==> src/rtl/edac_pkg.sv <==
package edac_pkg;
    parameter int DATA_W = 32;
    parameter int CHK_W  = 7;
    localparam int LANES = DATA_W / 8;

    typedef enum logic [2:0] {
        SQ_IDLE = 3'd0,
        SQ_READ = 3'd1,
        SQ_FIX  = 3'd2,
        SQ_MERGE = 3'd3,
        SQ_WBACK = 3'd4
    } seq_st_e;

    typedef enum logic [1:0] {
        DG_OFF    = 2'b00,
        DG_DETECT = 2'b01,
        DG_DRIVE  = 2'b10,
        DG_RSVD   = 2'b11
    } diag_e;

    // Column of data bit idx: idx-th smallest CHK_W-bit value of weight three
    function automatic logic [CHK_W-1:0] col_of(input int idx);
        logic [CHK_W-1:0] res;
        int n;
        res = '0;
        n = 0;
        for (int v = 0; v < (1 << CHK_W); v++) begin
            if ($countones(v[CHK_W-1:0]) == 3) begin
                if (n == idx) res = v[CHK_W-1:0];
                n++;
            end
        end
        return res;
    endfunction

    // Data bits that feed check bit j
    function automatic logic [DATA_W-1:0] row_of(input int j);
        logic [DATA_W-1:0] r;
        logic [CHK_W-1:0] c;
        r = '0;
        for (int i = 0; i < DATA_W; i++) begin
            c = col_of(i);
            r[i] = c[j];
        end
        return r;
    endfunction
endpackage

==> src/rtl/edac_encoder.sv <==
module edac_encoder
    import edac_pkg::*;
(
    input  logic [DATA_W-1:0] word_i,
    output logic [CHK_W-1:0]  chk_o
);
    for (genvar j = 0; j < CHK_W; j++) begin : g_row
        localparam logic [DATA_W-1:0] ROW = row_of(j);
        assign chk_o[j] = ^(word_i & ROW);
    end
endmodule

==> src/rtl/edac_decoder.sv <==
module edac_decoder
    import edac_pkg::*;
(
    input  logic [CHK_W-1:0]  syn_i,
    output logic [DATA_W-1:0] flip_o,
    output logic              fix_o,
    output logic              fatal_o
);
    logic [CHK_W-1:0] chk_hit;

    for (genvar i = 0; i < DATA_W; i++) begin : g_dcol
        localparam logic [CHK_W-1:0] COL = col_of(i);
        assign flip_o[i] = (syn_i == COL);
    end

    for (genvar j = 0; j < CHK_W; j++) begin : g_ccol
        assign chk_hit[j] = (syn_i == CHK_W'(1 << j));
    end

    always_comb begin
        fix_o   = (|flip_o) || (|chk_hit);
        fatal_o = (syn_i != '0) && !fix_o;
    end
endmodule

==> src/rtl/edac_rmw_seq.sv <==
module edac_rmw_seq
    import edac_pkg::*;
(
    input  logic             clk,
    input  logic             rst_n,
    input  logic             start_i,
    input  logic [LANES-1:0] mask_i,
    input  logic             fatal_i,
    output seq_st_e          st_o,
    output logic [LANES-1:0] mask_o,
    output logic             abort_o
);
    typedef struct packed {
        seq_st_e          st;
        logic [LANES-1:0] mask;
        logic             abort;
    } sq_t;

    sq_t sq_d, sq_q;

    always_comb begin
        sq_d = sq_q;
        unique case (sq_q.st)
            SQ_IDLE: if (start_i) begin
                sq_d.st    = SQ_READ;
                sq_d.mask  = mask_i;
                sq_d.abort = 1'b0;
            end
            SQ_READ: sq_d.st = SQ_FIX;
            SQ_FIX: begin
                if (fatal_i) begin
                    sq_d.st    = SQ_IDLE;
                    sq_d.abort = 1'b1;
                end else begin
                    sq_d.st = SQ_MERGE;
                end
            end
            SQ_MERGE: sq_d.st = SQ_WBACK;
            SQ_WBACK: sq_d.st = SQ_IDLE;
            default:  sq_d.st = SQ_IDLE;
        endcase
    end

    always_ff @(posedge clk or negedge rst_n) begin
        if (!rst_n) begin
            sq_q <= '{st: SQ_IDLE, mask: '0, abort: 1'b0};
        end else begin
            sq_q <= sq_d;
        end
    end

    assign st_o    = sq_q.st;
    assign mask_o  = sq_q.mask;
    assign abort_o = sq_q.abort;


    wback_single_chk: assert property (@(posedge clk) disable iff (!rst_n)
        (sq_q.st == SQ_WBACK) |=> (sq_q.st == SQ_IDLE));


    abort_clear_chk: assert property (@(posedge clk) disable iff (!rst_n)
        (sq_q.st == SQ_IDLE && start_i) |=> !sq_q.abort);
endmodule

==> src/rtl/ecc_bus_guard.sv <==
module ecc_bus_guard
    import edac_pkg::*;
(
    input  logic              clk,
    input  logic              rst_n,
    input  logic [DATA_W-1:0] dbus_in,
    output logic [DATA_W-1:0] dbus_out,
    output logic [LANES-1:0]  dbus_oe,
    input  logic [CHK_W-1:0]  cbus_in,
    output logic [CHK_W-1:0]  cbus_out,
    output logic              cbus_oe,
    input  logic              din_le,
    input  logic              cin_le,
    input  logic              diag_le,
    input  logic              out_le,
    input  logic [LANES-1:0]  lane_oe_req,
    input  logic              chk_oe_req,
    input  logic              syn_sel,
    input  logic              fix_en,
    input  logic [1:0]        diag_mode,
    input  logic              rmw_start,
    input  logic [LANES-1:0]  rmw_mask,
    output logic              rmw_busy,
    output logic              rmw_done,
    output logic              rmw_abort,
    output logic              err_fix,
    output logic              err_fatal
);
    typedef struct packed {
        logic [DATA_W-1:0] din;
        logic [CHK_W-1:0]  cin;
        logic [CHK_W-1:0]  dg;
        logic [DATA_W-1:0] dout;
    } dp_t;

    dp_t dp_d, dp_q;

    seq_st_e           st;
    logic [LANES-1:0]  mask_q;
    logic              busy;
    logic [CHK_W-1:0]  gen_in, gen_out, chk_src, syn;
    logic [DATA_W-1:0] flip;
    logic              fix_hit, fatal_hit;
    diag_e             dmode;

    assign dmode = diag_e'(diag_mode);

    edac_encoder u_enc_in  (.word_i(dp_q.din),  .chk_o(gen_in));
    edac_encoder u_enc_out (.word_i(dp_q.dout), .chk_o(gen_out));

    edac_decoder u_dec (
        .syn_i   (syn),
        .flip_o  (flip),
        .fix_o   (fix_hit),
        .fatal_o (fatal_hit)
    );

    edac_rmw_seq u_seq (
        .clk     (clk),
        .rst_n   (rst_n),
        .start_i (rmw_start),
        .mask_i  (rmw_mask),
        .fatal_i (fatal_hit),
        .st_o    (st),
        .mask_o  (mask_q),
        .abort_o (rmw_abort)
    );

    always_comb begin
        busy    = (st != SQ_IDLE);
        chk_src = (!busy && dmode == DG_DETECT) ? dp_q.dg : dp_q.cin;
        syn     = gen_in ^ chk_src;
    end

    always_comb begin
        dp_d = dp_q;
        if (busy ? (st == SQ_READ) : din_le) dp_d.din = dbus_in;
        if (busy ? (st == SQ_READ) : cin_le) dp_d.cin = cbus_in;
        if (!busy && diag_le)                dp_d.dg  = cbus_in;
        if (st == SQ_FIX) begin
            if (!fatal_hit) dp_d.dout = dp_q.din ^ flip;
        end else if (st == SQ_MERGE) begin
            for (int k = 0; k < LANES; k++) begin
                if (mask_q[k]) dp_d.dout[8*k +: 8] = dbus_in[8*k +: 8];
            end
        end else if (!busy && out_le) begin
            dp_d.dout = fix_en ? (dp_q.din ^ flip) : dp_q.din;
        end
    end

    always_ff @(posedge clk or negedge rst_n) begin
        if (!rst_n) begin
            dp_q <= '0;
        end else begin
            dp_q <= dp_d;
        end
    end

    always_comb begin
        if (st == SQ_WBACK)          cbus_out = gen_out;
        else if (dmode == DG_DRIVE)  cbus_out = dp_q.dg;
        else if (syn_sel)            cbus_out = syn;
        else                         cbus_out = gen_in;

        if (st == SQ_WBACK) begin
            dbus_oe = '1;
            cbus_oe = 1'b1;
        end else if (busy) begin
            dbus_oe = '0;
            cbus_oe = 1'b0;
        end else begin
            dbus_oe = lane_oe_req;
            cbus_oe = chk_oe_req;
        end
    end

    assign dbus_out  = dp_q.dout;
    assign rmw_busy  = busy;
    assign rmw_done  = (st == SQ_WBACK);
    assign err_fix   = fix_hit;
    assign err_fatal = fatal_hit;


    flags_excl_chk: assert property (@(posedge clk) disable iff (!rst_n)
        $onehot0({err_fix, err_fatal}));


    din_hold_chk: assert property (@(posedge clk) disable iff (!rst_n)
        (!din_le && !busy) |=> $stable(dp_q.din));


    wback_drive_chk: assert property (@(posedge clk) disable iff (!rst_n)
        rmw_done |-> (dbus_oe == '1 && cbus_oe && rmw_busy));


    abort_idle_chk: assert property (@(posedge clk) disable iff (!rst_n)
        $rose(rmw_abort) |-> (!rmw_busy && !rmw_done));


    busy_quiet_chk: assert property (@(posedge clk) disable iff (!rst_n)
        (rmw_busy && !rmw_done) |-> (dbus_oe == '0 && !cbus_oe));
endmodule

==> config.mk <==
export PLATFORM = sky130hd
export DESIGN_NAME = ecc_bus_guard
export DESIGN_NICKNAME = d
export VERILOG_FILES = /design/src/rtl/edac_pkg.sv /design/src/rtl/edac_encoder.sv /design/src/rtl/edac_decoder.sv /design/src/rtl/edac_rmw_seq.sv /design/src/rtl/ecc_bus_guard.sv
export SDC_FILE = /design/constraint.sdc
export NUM_CORES = 1
export LEC_CHECK = 0
export ABC_AREA = 1
export CORE_MARGIN = 2
export CORE_UTILIZATION = 60
export DETAILED_ROUTE_END_ITERATION = 8
export PLACE_DENSITY_LB_ADDON = 0.15
export SYNTH_ARGS = -nofsm -noshare
export SYNTH_HDL_FRONTEND = slang
export SYNTH_HIERARCHICAL = 1
export SYNTH_SLANG_ARGS = --single-unit
export TNS_END_PERCENT = 5
==> constraint.sdc <==
create_clock -name clk -period 9 [get_ports clk]
set_input_delay 0.9 -clock clk [delete_from_list [all_inputs] [get_ports clk]]
set_output_delay 0.9 -clock clk [all_outputs]
set_load 0.01 [all_outputs]
# Word-level counts from Yosys, hierarchy flattened
# Cells that the tools add are included.
word_totals:
  regBits: 86
  latchBits: 0
  ramBits: 0
  mem_bits_ro: 0
  input_bits: 59
  output_inout_bits: 49
  wordCells: 122
  n_memories: 0
op_classes:
  addsub: 0
  multipliers: 0
  n_div: 0
  n_lt_le_gt_ge: 0
  n_eq_ne: 52
  shift: 0
  mux: 24
  n_bitwise: 2
  reduce_logical: 34
ops:
  columns: ["cell", "n"]
  rows:
  - ["$reduce_xor 32->1", 14]
  - ["$mux 32", 5]
  - ["$eq 7x7->1 const B", 13]
  - ["$eq 7x6->1 const B", 11]
  - ["$eq 7x5->1 const B", 7]
  - ["$mux 8", 5]
  - ["$reduce_or 32->1", 1]
  - ["$xor 32x32->32", 1]
  - ["$eq 7x4->1 const B", 4]
  - ["$mux 7", 4]
  - ["$reduce_and 3->1", 5]
  - ["$eq 7x3->1 const B", 2]
  - ["$ne 3x2->1 const B", 4]
  - ["$pmux 3 s4", 1]
  - ["$mux 4", 2]
  - ["$eq 7x1->1 const B", 1]
  - ["$eq 7x2->1 const B", 1]
  - ["$reduce_bool 7->1", 1]
  - ["$reduce_or 7->1", 1]
  - ["$xor 7x7->7", 1]
  - ["$eq 3x2->1 const B", 2]
  - ["$ne 2x2->1 const B", 3]
  - ["$reduce_bool 3->1", 2]
  - ["$mux 1", 5]
  - ["12 further kinds", 16]

# Longest topological paths before layout
# Gate-level depths: netlist (run 1).
logic_depth:
  word_depth: 12
  mapped_depth: 31
  ltp_nobuf: 31

# Cells and area by module
# Netlist (run 1), hierarchy kept.
by_module_without_submodules:
  columns: ["mod", "instances", "cells_each", "area_per_inst_um2", "seq_area_each_um2"]
  rows:
  - ["ecc_bus_guard", 1, 665, 5093.6, 1951.9]
  - ["edac_encoder", 2, 244, 1172.4, 0.0]
  - ["edac_decoder", 1, 147, 591.8, 0.0]
  - ["edac_rmw_seq", 1, 32, 327.8, 200.2]

# Worst setup path after synthesis (run 1)
# OpenSTA, ideal clock, no wires.
synth_timing:
  path_kind: "input to output"
  from: "in diag_mode[0]"
  to: "out err_fatal"
  t_arrival_ns: 2.722
  t_required_ns: 8.100
  slack_ns: 5.378
  cell_stages: 14
  n_path_buf: 0
  cell_sequence: "inv_1 > nor2_1 > nand3_1 > nand2_1 > nand3_1 > nand2_1 > inv_2 > nand3_1 > nand3_1 > nand2_1 > nand3_1 > nor2_1 > nand3_2 > nor2_2"
synth_between:
  elab_chain_cells: 9
  word_cells_on_any_way: 49
  cone_classes: "eq/ne: 40; mux: 1; bitwise: 1; reduce/logical: 7"
synth_rtl:
  columns: ["item", "line_no", "text"]
  rows:
  - ["from (decl)", "ecc_bus_guard.sv:20", "input logic [1:0] diag_mode,"]
  - ["$eq 2x1->1 *", "ecc_bus_guard.sv:71", "chk_src = (!busy && dmode == DG_DETECT) ? dp_q.dg : dp_q.cin;"]
  - ["$logic_and 1x1->1 *", "ecc_bus_guard.sv:71", null]
  - ["$mux 7 *", "ecc_bus_guard.sv:71", null]
  - ["$xor 7x7->7 *", "ecc_bus_guard.sv:72", "syn = gen_in ^ chk_src;"]
  - ["via syn[4]", "ecc_bus_guard.sv:41", "logic [CHK_W-1:0] gen_in, gen_out, chk_src, syn;"]
  - ["$eq 7x3->1 (tied with other cells)", "edac_decoder.sv:13", "assign flip_o[i] = (syn_i == COL);"]
  - ["$reduce_or 32->1 / $reduce_or 7->1 (equally long branches)", "edac_decoder.sv:21", "fix_o = (|flip_o) || (|chk_hit);"]
  - ["$logic_or 1x1->1 *", "edac_decoder.sv:21", null]
  - ["via err_fix", "ecc_bus_guard.sv:26", "output logic err_fix,"]
  - ["$logic_not 1->1 *", "edac_decoder.sv:22", "fatal_o = (syn_i != '0) && !fix_o;"]
  - ["$logic_and 1x1->1 *", "edac_decoder.sv:22", null]
  - ["to (decl)", "ecc_bus_guard.sv:27", "output logic err_fatal"]
# Mark *: on every way through the listed nets, which the timed path passes. The rest lies on a longest branch.

# Worst setup path in the final report (run 1)
layout_timing:
  from: "in diag_mode[0]"
  to: "out err_fatal"
layout_between:
  elab_chain_cells: 9
  word_cells_on_any_way: 49
  cone_classes: "eq/ne: 40; mux: 1; bitwise: 1; reduce/logical: 7"
layout_rtl:
  columns: ["item", "line_no"]
  rows:
  - ["$eq 2x1->1 *", "ecc_bus_guard.sv:71"]
  - ["$logic_and 1x1->1 *", "ecc_bus_guard.sv:71"]
  - ["$mux 7 *", "ecc_bus_guard.sv:71"]
  - ["$xor 7x7->7 *", "ecc_bus_guard.sv:72"]
  - ["via syn[0]", "ecc_bus_guard.sv:41"]
  - ["$eq 7x3->1 (tied with other cells)", "edac_decoder.sv:13"]
  - ["$reduce_or 32->1 / $reduce_or 7->1 (equally long branches)", "edac_decoder.sv:21"]
  - ["$logic_or 1x1->1", "edac_decoder.sv:21"]
  - ["$logic_not 1->1", "edac_decoder.sv:22"]
  - ["$logic_and 1x1->1 *", "edac_decoder.sv:22"]
# Marked as above.

==> results of run 1 <==
-- path summary, 6_finish.rpt --
path / startpoint / to / slack [ps] / cells after the start
setup / recovery: diag_mode[0] / err_fatal / 3800 / 18
hold reg to reg: u_seq/abort_o / u_seq/abort_o / 480 / 2
setup reg to reg: dp_q[57] / dbus_out[31] / 5100 / 29
hold / removal: rst_n / dp_q[53] / 450 / 1
min in group clk: u_seq/abort_o / u_seq/abort_o / 480 / 2
max in group asynchronous: rst_n / dbus_out[29] / 7470 / 2
-- stage by stage --
step	instance area (um^2)	hold slack, ps	utilization, %
final	9534	452.0	69.49
after CTS	9534	474.1	69.49
after floorplan	8358	489.2	-
after global placement	9204	457.5	67.09
after detailed placement	9204	466.8	67.09
after global routing	9534	495.0	69.49
-- placed cells by master, fill, tap and decap left out, drive strengths merged --
master,Yosys,routed
bufinv,0,2
clkbuf,13,10
xor2,36,36
nand3,84,84
nor2,151,151
nand4,11,11
buf,48,2
dfrtp,86,86
a21oi,52,52
clkdlybuf4s50,0,106
o21ai,131,131
a22oi,1,1
clkinv,1,3
nand2,445,445
nand3b,5,5
mux2,25,25
nor3,3,3
xnor2,72,72
inv,168,170
-- kinds of logic after synthesis --
group / after synthesis / synth area share [%]
buffers and inverters: 230 / 13.10
AOI/OAI and AO/OA: 184 / 11.81
xor gates and xnor gates: 108 / 11.68
muxes: 25 / 3.368
DFF: 86 / 25.75
and+or+nand+nor: 699 / 34.30
-- cell type report --
class	count	area, um^2
multi-input combinational	1016	5111
fill	1215	4185
sequential	86	2152
timing repair buffer	108	1076
inverter	169	639.4
clock buffer	10	239.0
tap	180	225.2
clock inverter	6	91.34
-- flip-flops by register name (all words and copies together), names as in the netlist --
signal	flops
dbus_out	32
u_seq/abort_o	1
u_seq/st_o	3
u_seq/mask_o	4
dp_q	46
-- synth_stat cells (2+ instances only) --
| cell | n |
|---|---|
| sky130_fd_sc_hd__nor2_1 | 144 |
| sky130_fd_sc_hd__xnor2_1 | 68 |
| sky130_fd_sc_hd__xnor2_2 | 4 |
| sky130_fd_sc_hd__clkbuf_1 | 12 |
| sky130_fd_sc_hd__inv_1 | 157 |
| sky130_fd_sc_hd__dfrtp_1 | 86 |
| sky130_fd_sc_hd__inv_2 | 11 |
| sky130_fd_sc_hd__buf_4 | 33 |
| sky130_fd_sc_hd__nor2_4 | 4 |
| sky130_fd_sc_hd__buf_2 | 4 |
| sky130_fd_sc_hd__nand2_4 | 2 |
| sky130_fd_sc_hd__nand2_2 | 5 |
| sky130_fd_sc_hd__a21oi_1 | 49 |
| sky130_fd_sc_hd__nand3_1 | 81 |
| sky130_fd_sc_hd__nor2_2 | 3 |
| sky130_fd_sc_hd__nor3_1 | 3 |
| sky130_fd_sc_hd__o21ai_4 | 4 |
| sky130_fd_sc_hd__buf_6 | 8 |
| sky130_fd_sc_hd__nand4_1 | 11 |
| sky130_fd_sc_hd__nand3_2 | 2 |
| sky130_fd_sc_hd__o21ai_0 | 105 |
| sky130_fd_sc_hd__nand2_1 | 438 |
| sky130_fd_sc_hd__mux2_2 | 25 |
| sky130_fd_sc_hd__nand3b_1 | 5 |
| sky130_fd_sc_hd__xor2_1 | 36 |
| sky130_fd_sc_hd__o21ai_1 | 20 |
| sky130_fd_sc_hd__o21ai_2 | 2 |
| sky130_fd_sc_hd__a21oi_2 | 3 |
-- layer usage --
layer | wire [um] | GRT usage (%) | vias up
met4 | 371 | 8.621 | 0
li1 | - | - | 4256
met2 | 11050 | 52.44 | 313
met3 | 1802 | 5.009 | 24
met1 | 10560 | 46.43 | 3887
met5 | 0 | 0 | -
==> report_table.html, run 1 <==
<table>
<tr><th>Metric</th><th>Value</th></tr>
<tr><th colspan="2">Timing</th></tr>
<tr><td>Post-Route Skew</td><td>about 8.7 ps</td></tr>
<tr><td>Relative slew slack</td><td>between 30 and 40%</td></tr>
<tr><td>Slew Limit Fails</td><td>0</td></tr>
<tr><td>TNS Setup</td><td>0 ps</td></tr>
<tr><td>Fin crit period</td><td>5204 ps</td></tr>
<tr><td>Part of the cycle the worst path needs</td><td>57.82%</td></tr>
<tr><td>Unrepaired setup endpoints after global routing</td><td>no</td></tr>
<tr><td>Count of final hold-check violations</td><td>0</td></tr>
<tr><td>Final critical-path setup slack</td><td>3796 ps</td></tr>
<tr><td>Highest achievable clock rate</td><td>0.1922 GHz</td></tr>
<tr><td>Slew of the pin with the lowest slew margin</td><td>between 900 and 1000 ps</td></tr>
<tr><td>Setup-violating endpoint count in the final report</td><td>0</td></tr>
<tr><th colspan="2">Logic synthesis</th></tr>
<tr><td>Fraction of post-synthesis cell area in the top cell type by area</td><td>25.75%</td></tr>
<tr><td>Sequential element share of the synthesized area</td><td>around 26%</td></tr>
<tr><td>Number of enable flip-flop cells after synthesis</td><td>0</td></tr>
<tr><td>Async S/R FF share, synth</td><td>100.0%</td></tr>
<tr><td>Main synth FF type</td><td>sky130_fd_sc_hd__dfrtp_1</td></tr>
<tr><td>Unique cell type count in the Yosys netlist</td><td>35</td></tr>
<tr><td>Cell types with the largest area share after synthesis</td><td>sky130_fd_sc_hd__dfrtp_1, sky130_fd_sc_hd__nand2_1, sky130_fd_sc_hd__xnor2_1</td></tr>
<tr><td>Average instance area after synthesis</td><td>between 6 and 7 um^2</td></tr>
<tr><td>Number of nets in the synthesized netlist</td><td>1391</td></tr>
<tr><td>Netlist area before placement</td><td>8358 um^2</td></tr>
<tr><td>Post-synthesis sequential element count</td><td>86</td></tr>
<tr><td>Warning count from the yosys run</td><td>6</td></tr>
<tr><td>Mapped Cells</td><td>1332</td></tr>
<tr><td>Largest area contributor in the synthesized netlist</td><td>sky130_fd_sc_hd__dfrtp_1</td></tr>
<tr><th colspan="2">Setup path</th></tr>
<tr><td>CP Data Arrival Time</td><td>4300 ps</td></tr>
<tr><td>Required time of the critical path</td><td>8100 ps</td></tr>
<tr><td>Worst Path Class, Setup</td><td>input port to output port</td></tr>
<tr><td>Startpoint types</td><td>input port</td></tr>
<tr><td>Critical-path cell with the highest stage delay</td><td>sky130_fd_sc_hd__clkdlybuf4s50_1</td></tr>
<tr><td>Cells traversed along the worst timing path</td><td>clkdlybuf4s50_1 -&gt; inv_1 -&gt; nor2_1 -&gt; nand3_1 -&gt; nand2_1 -&gt; nand3_1 -&gt; nand2_1 -&gt; inv_1 -&gt; nand2_1 -&gt; nor2_1 -&gt; nand2_1 -&gt; nand2_1 -&gt; nor2_1 -&gt; nand2_1 -&gt; nor2_1 -&gt; nand3_2 -&gt; nor2_2 -&gt; clkdlybuf4s50_1</td></tr>
<tr><td>Largest stage delay, worst path</td><td>560 ps</td></tr>
<tr><td>Worst path bufs/invs</td><td>4</td></tr>
<tr><td>Cell type with the highest occurrence count on the critical path</td><td>sky130_fd_sc_hd__nand2_1</td></tr>
<tr><td>Critical path capture point type</td><td>output port</td></tr>
<tr><td>CP top delay family</td><td>simple AND/OR/NAND/NOR gates</td></tr>
<tr><td>Highest fanout seen on the critical path</td><td>8</td></tr>
<tr><th colspan="2">Clocking</th></tr>
<tr><td>Clock H-tree levels</td><td>3</td></tr>
<tr><td>CTS tree</td><td>yes</td></tr>
<tr><td>Clock-pin slew reported for the worst setup and hold paths after clock tree synthesis</td><td>70 ps</td></tr>
<tr><td>Total number of clock tree sinks</td><td>86</td></tr>
<tr><td>Total CTS buffers</td><td>9</td></tr>
<tr><td>Root buffer cell</td><td>sky130_fd_sc_hd__clkbuf_16</td></tr>
<tr><td>Count of cells resized by post-cts repair</td><td>0</td></tr>
<tr><td>Maximum number of buffers from clock root to sink</td><td>2</td></tr>
<tr><td>Post-CTS setup buffer count</td><td>0</td></tr>
<tr><td>Worst-skew pair later-pin latency</td><td>between 300 and 400 ps</td></tr>
<tr><td>Post-CTS Hold Fix Bufs</td><td>0</td></tr>
<tr><th colspan="2">Floorplanning</th></tr>
<tr><td>Top Ports</td><td>108</td></tr>
<tr><td>Starting Density</td><td>60.92%</td></tr>
<tr><td>Cell row count</td><td>43</td></tr>
<tr><td>Die extent in x</td><td>122.0 um</td></tr>
<tr><td>Floorplan die area</td><td>14890 um^2</td></tr>
<tr><td>Floorplan core area</td><td>around 14000 um^2</td></tr>
<tr><td>DIE HEIGHT</td><td>122.0 um</td></tr>
<tr><th colspan="2">Flow run</th></tr>
<tr><td>Max-cap violations</td><td>0</td></tr>
<tr><th colspan="2">Layout</th></tr>
<tr><td>Fraction of final layout cells sized beyond drive strength 1</td><td>6.093%</td></tr>
<tr><td>Net count reported at finish</td><td>between 1000 and 1500</td></tr>
<tr><td>Diodes inserted</td><td>0</td></tr>
<tr><td>Number of non-filler instances in the completed layout</td><td>1575</td></tr>
<tr><td>Area delta synth-&gt;final</td><td>14.07%</td></tr>
<tr><th colspan="2">GRT</th></tr>
<tr><td>Largest net degree at the start of global routing</td><td>slightly below 60</td></tr>
<tr><td>Initial antenna violation count</td><td>0</td></tr>
<tr><td>First-pass GRT wire length</td><td>37710 um</td></tr>
<tr><td>Total GRT Usage</td><td>32.80%</td></tr>
<tr><td>Congestion Overflow GR</td><td>0</td></tr>
<tr><td>Via count of the first global-routing pass</td><td>between 7000 and 8000</td></tr>
<tr><th colspan="2">Route</th></tr>
<tr><td>Vias</td><td>between 8000 and 9000</td></tr>
<tr><td>Total Routed Length</td><td>approximately 24000 um</td></tr>
<tr><td>Per-cell via count in the routed design</td><td>~5.4</td></tr>
<tr><td>Length of the first detailed-routing pass in iterations</td><td>7</td></tr>
<tr><td>Violation count after the first detailed-routing iteration</td><td>approximately 760</td></tr>
<tr><td>Routed len/inst</td><td>approximately 15 um</td></tr>
<tr><td>Number of nets with antenna violations after routing</td><td>0</td></tr>
<tr><td>DRC Markers</td><td>0</td></tr>
<tr><th colspan="2">Placed design</th></tr>
<tr><td>Final RePlAce weighted congestion</td><td>0.9664</td></tr>
<tr><td>Minimum setup slack after placement</td><td>3903 ps</td></tr>
<tr><td>Total placed cells including tap cells</td><td>1559</td></tr>
<tr><td>IO buf count</td><td>107</td></tr>
<tr><td>Total half-perimeter wirelength after legalization and detailed placement</td><td>18580 um</td></tr>
<tr><th colspan="2">Outcome</th></tr>
<tr><td>Outcome</td><td>completed</td></tr>
<tr><th colspan="2">Min path</th></tr>
<tr><td>Path class of the lowest-slack min-delay path</td><td>input port to async pin</td></tr>
</table>
Power of run 1 is left out: the tool's default activity adds up to more than one toggle a clock period on the data nets, which glitch-free logic cannot reach.
==> inputs of run 2 (changes only) <==
- CORE_UTILIZATION: 60 -> 52
- clock period: 9 -> 4.5 ns (I/O delays scaled with it)
==> run 2 against run 1 <==
Cell count rose by 2.3%. Non-clock buffer count rose by 1. Global-route usage fell by 3.7 points. Sequential share of layout area barely moved. Register-to-register slack got worse by 4500 ps. Highest routed layer unchanged.
==> report_table.html, run 2 (same netlist as run 1, synthesis figures left out) <==
<table>
<tr><th>Metric</th><th>Value</th></tr>
<tr><th colspan="2">Placed design</th></tr>
<tr><td>Total half-perimeter wirelength after legalization and detailed placement</td><td>19440 um</td></tr>
<tr><td>IO buf count</td><td>roughly 110</td></tr>
<tr><td>Final RePlAce weighted congestion</td><td>0.9163</td></tr>
<tr><th colspan="2">Min path</th></tr>
<tr><td>Path class of the lowest-slack min-delay path</td><td>input port to async pin</td></tr>
<tr><th colspan="2">Clocking</th></tr>
<tr><td>Root buffer cell</td><td>sky130_fd_sc_hd__clkbuf_16</td></tr>
<tr><td>Total number of clock tree sinks</td><td>86</td></tr>
<tr><td>Post-CTS setup buffer count</td><td>0</td></tr>
<tr><td>Post-CTS Hold Fix Bufs</td><td>0</td></tr>
<tr><td>Worst-skew pair later-pin latency</td><td>about 360 ps</td></tr>
<tr><td>Total CTS buffers</td><td>9</td></tr>
<tr><td>Clock H-tree levels</td><td>3</td></tr>
<tr><td>Clock-pin slew reported for the worst setup and hold paths after clock tree synthesis</td><td>70 ps</td></tr>
<tr><td>Maximum number of buffers from clock root to sink</td><td>2</td></tr>
<tr><td>CTS tree</td><td>yes</td></tr>
<tr><th colspan="2">GRT</th></tr>
<tr><td>Initial antenna violation count</td><td>0</td></tr>
<tr><td>Total GRT Usage</td><td>29.10%</td></tr>
<tr><td>First-pass GRT wire length</td><td>38010 um</td></tr>
<tr><td>Congestion Overflow GR</td><td>0</td></tr>
<tr><td>Largest net degree at the start of global routing</td><td>53</td></tr>
<tr><td>Via count of the first global-routing pass</td><td>roughly 7400</td></tr>
<tr><th colspan="2">Outcome</th></tr>
<tr><td>Outcome</td><td>completed</td></tr>
<tr><th colspan="2">Setup path</th></tr>
<tr><td>Worst path bufs/invs</td><td>5</td></tr>
<tr><td>CP Data Arrival Time</td><td>~3600 ps</td></tr>
<tr><td>Worst Path Class, Setup</td><td>flop to output port</td></tr>
<tr><td>Required time of the critical path</td><td>4050 ps</td></tr>
<tr><td>CP top delay family</td><td>simple AND/OR/NAND/NOR gates</td></tr>
<tr><td>Largest stage delay, worst path</td><td>510 ps</td></tr>
<tr><td>Critical-path cell with the highest stage delay</td><td>sky130_fd_sc_hd__clkdlybuf4s50_1</td></tr>
<tr><td>Highest fanout seen on the critical path</td><td>6</td></tr>
<tr><td>Cells traversed along the worst timing path</td><td>inv_1 -&gt; nand2_1 -&gt; nand2_2 -&gt; xor2_1 -&gt; nand2_1 -&gt; nand2_1 -&gt; inv_1 -&gt; nand2_1 -&gt; nand2_1 -&gt; inv_1 -&gt; nand3_1 -&gt; nand2_2 -&gt; inv_1 -&gt; nand2_1 -&gt; nor2_1 -&gt; o21ai_0 -&gt; nand3_1 -&gt; nor2_1 -&gt; nand3_2 -&gt; clkdlybuf4s50_1</td></tr>
<tr><td>Critical path capture point type</td><td>output port</td></tr>
<tr><td>Startpoint types</td><td>flop</td></tr>
<tr><td>Cell type with the highest occurrence count on the critical path</td><td>sky130_fd_sc_hd__nand2_1</td></tr>
<tr><th colspan="2">Flow run</th></tr>
<tr><td>Max-cap violations</td><td>0</td></tr>
<tr><th colspan="2">Layout</th></tr>
<tr><td>Most used cells in the layout excluding fill and tap cells</td><td>sky130_fd_sc_hd__nand2_1, sky130_fd_sc_hd__inv_1, sky130_fd_sc_hd__nor2_1</td></tr>
<tr><td>Most common cell after layout, fill and taps aside</td><td>sky130_fd_sc_hd__nand2_1</td></tr>
<tr><td>Diodes inserted</td><td>0</td></tr>
<tr><td>Utilization of the core after routing</td><td>roughly three fifths</td></tr>
<tr><td>Reg with most FFs</td><td>dp_q</td></tr>
<tr><td>Net count reported at finish</td><td>1450</td></tr>
<tr><td>Fraction of final layout cells sized beyond drive strength 1</td><td>approximately 8%</td></tr>
<tr><td>Number of flip-flops under the largest register name</td><td>46</td></tr>
<tr><td>Area delta synth-&gt;final</td><td>15.27%</td></tr>
<tr><th colspan="2">Route</th></tr>
<tr><td>Routed len/inst</td><td>15.32 um</td></tr>
<tr><td>Violation count after the first detailed-routing iteration</td><td>between 600 and 700</td></tr>
<tr><td>DRC Markers</td><td>0</td></tr>
<tr><td>Metal1 wirelength</td><td>11310 um</td></tr>
<tr><td>Total Routed Length</td><td>roughly 25000 um</td></tr>
<tr><td>Vias</td><td>8430</td></tr>
<tr><td>Length of the first detailed-routing pass in iterations</td><td>5</td></tr>
<tr><td>Highest layer used for signal routing</td><td>met4</td></tr>
<tr><td>Number of nets with antenna violations after routing</td><td>0</td></tr>
<tr><td>Met3 routed WL</td><td>1508 um</td></tr>
<tr><td>Routed length on met2</td><td>around 11000 um</td></tr>
<tr><td>Per-cell via count in the routed design</td><td>5.230</td></tr>
<tr><th colspan="2">Timing</th></tr>
<tr><td>Relative slew slack</td><td>between 30 and 40%</td></tr>
<tr><td>Post-Route Skew</td><td>8.045 ps</td></tr>
<tr><td>TNS Setup</td><td>0 ps</td></tr>
<tr><td>Count of final hold-check violations</td><td>0</td></tr>
<tr><td>Setup-violating endpoint count in the final report</td><td>0</td></tr>
<tr><td>Slew of the pin with the lowest slew margin</td><td>~940 ps</td></tr>
<tr><td>Slew Limit Fails</td><td>0</td></tr>
<tr><td>Part of the cycle the worst path needs</td><td>90.31%</td></tr>
<tr><td>Fin crit period</td><td>4064 ps</td></tr>
<tr><td>Highest achievable clock rate</td><td>0.2461 GHz</td></tr>
<tr><td>Unrepaired setup endpoints after global routing</td><td>no</td></tr>
<tr><th colspan="2">Floorplanning</th></tr>
<tr><td>Die extent in x</td><td>130.8 um</td></tr>
<tr><td>Cell row count</td><td>46</td></tr>
<tr><td>Floorplan core area</td><td>approximately 16000 um^2</td></tr>
<tr><td>DIE HEIGHT</td><td>approximately 130 um</td></tr>
<tr><td>Top Ports</td><td>between 100 and 150</td></tr>
<tr><td>Starting Density</td><td>a little over half</td></tr>
<tr><td>Floorplan die area</td><td>around 17000 um^2</td></tr>
</table>
## run 2: cell types whose count changed in the layout (fill, tap and decap cells not counted), sizes merged
| cell | change |
|---|---|
| dlymetal6s2s | +1 |
| clkbuf | +1 |
| inv | -1 |
| clkinvlp | +1 |
| buf | +1 |
| clkinv | -1 |
| clkdlybuf4s50 | -1 |
## run 2: metrics by stage
step	hold WS [ps]	setup WS, ps	cells	instance area (um^2)
6_report	66.01	435.9	1612	9634
4_1_cts	64.65	128.7	1612	9580
5_1_grt	97.65	89.33	1612	9634
2_1_floorplan	154.4	1458	1332	8358
3_3_place_gp	451.7	588.4	1596	9256
3_5_place_dp	449.8	516.1	1596	9256
## run 2: final timing paths
path,startpoint,to,slack [ps],cells past startpoint
worst max register to register,dp_q[70],dbus_out[30],640,27
worst min-delay path,rst_n,dp_q[49],70,1
min in group clk,u_seq/abort_o,u_seq/abort_o,470,2
worst max-delay path,dp_q[70],err_fix,440,20
max in group asynchronous,rst_n,dp_q[57],3360,2
worst min register to register,u_seq/abort_o,u_seq/abort_o,470,2
## run 2: final cells by class
class                      instances  area (um^2)
fill                            1560         6136
multi-input combinational       1016         5141
sequential                        86         2173
timing repair buffer             109         1086
inverter                         169        639.4
tap                              216        270.3
clock buffer                      11        242.7
clock inverter                     5        81.33
## run 2: per-layer routing
metal / up-vias / track usage, %
li1: 4250 / -
met1: 3895 / 40.57
met2: 255 / 47.46
met3: 30 / 3.827
met4: 0 / 8.698
met5: - / 0
## run 2: what timing repair did
action	in CTS	in global routing
setup endpoints to repair	0	2
resized for setup	0	26
hold endpoints to repair	0	0
Power of run 2 is left out for the same reason.
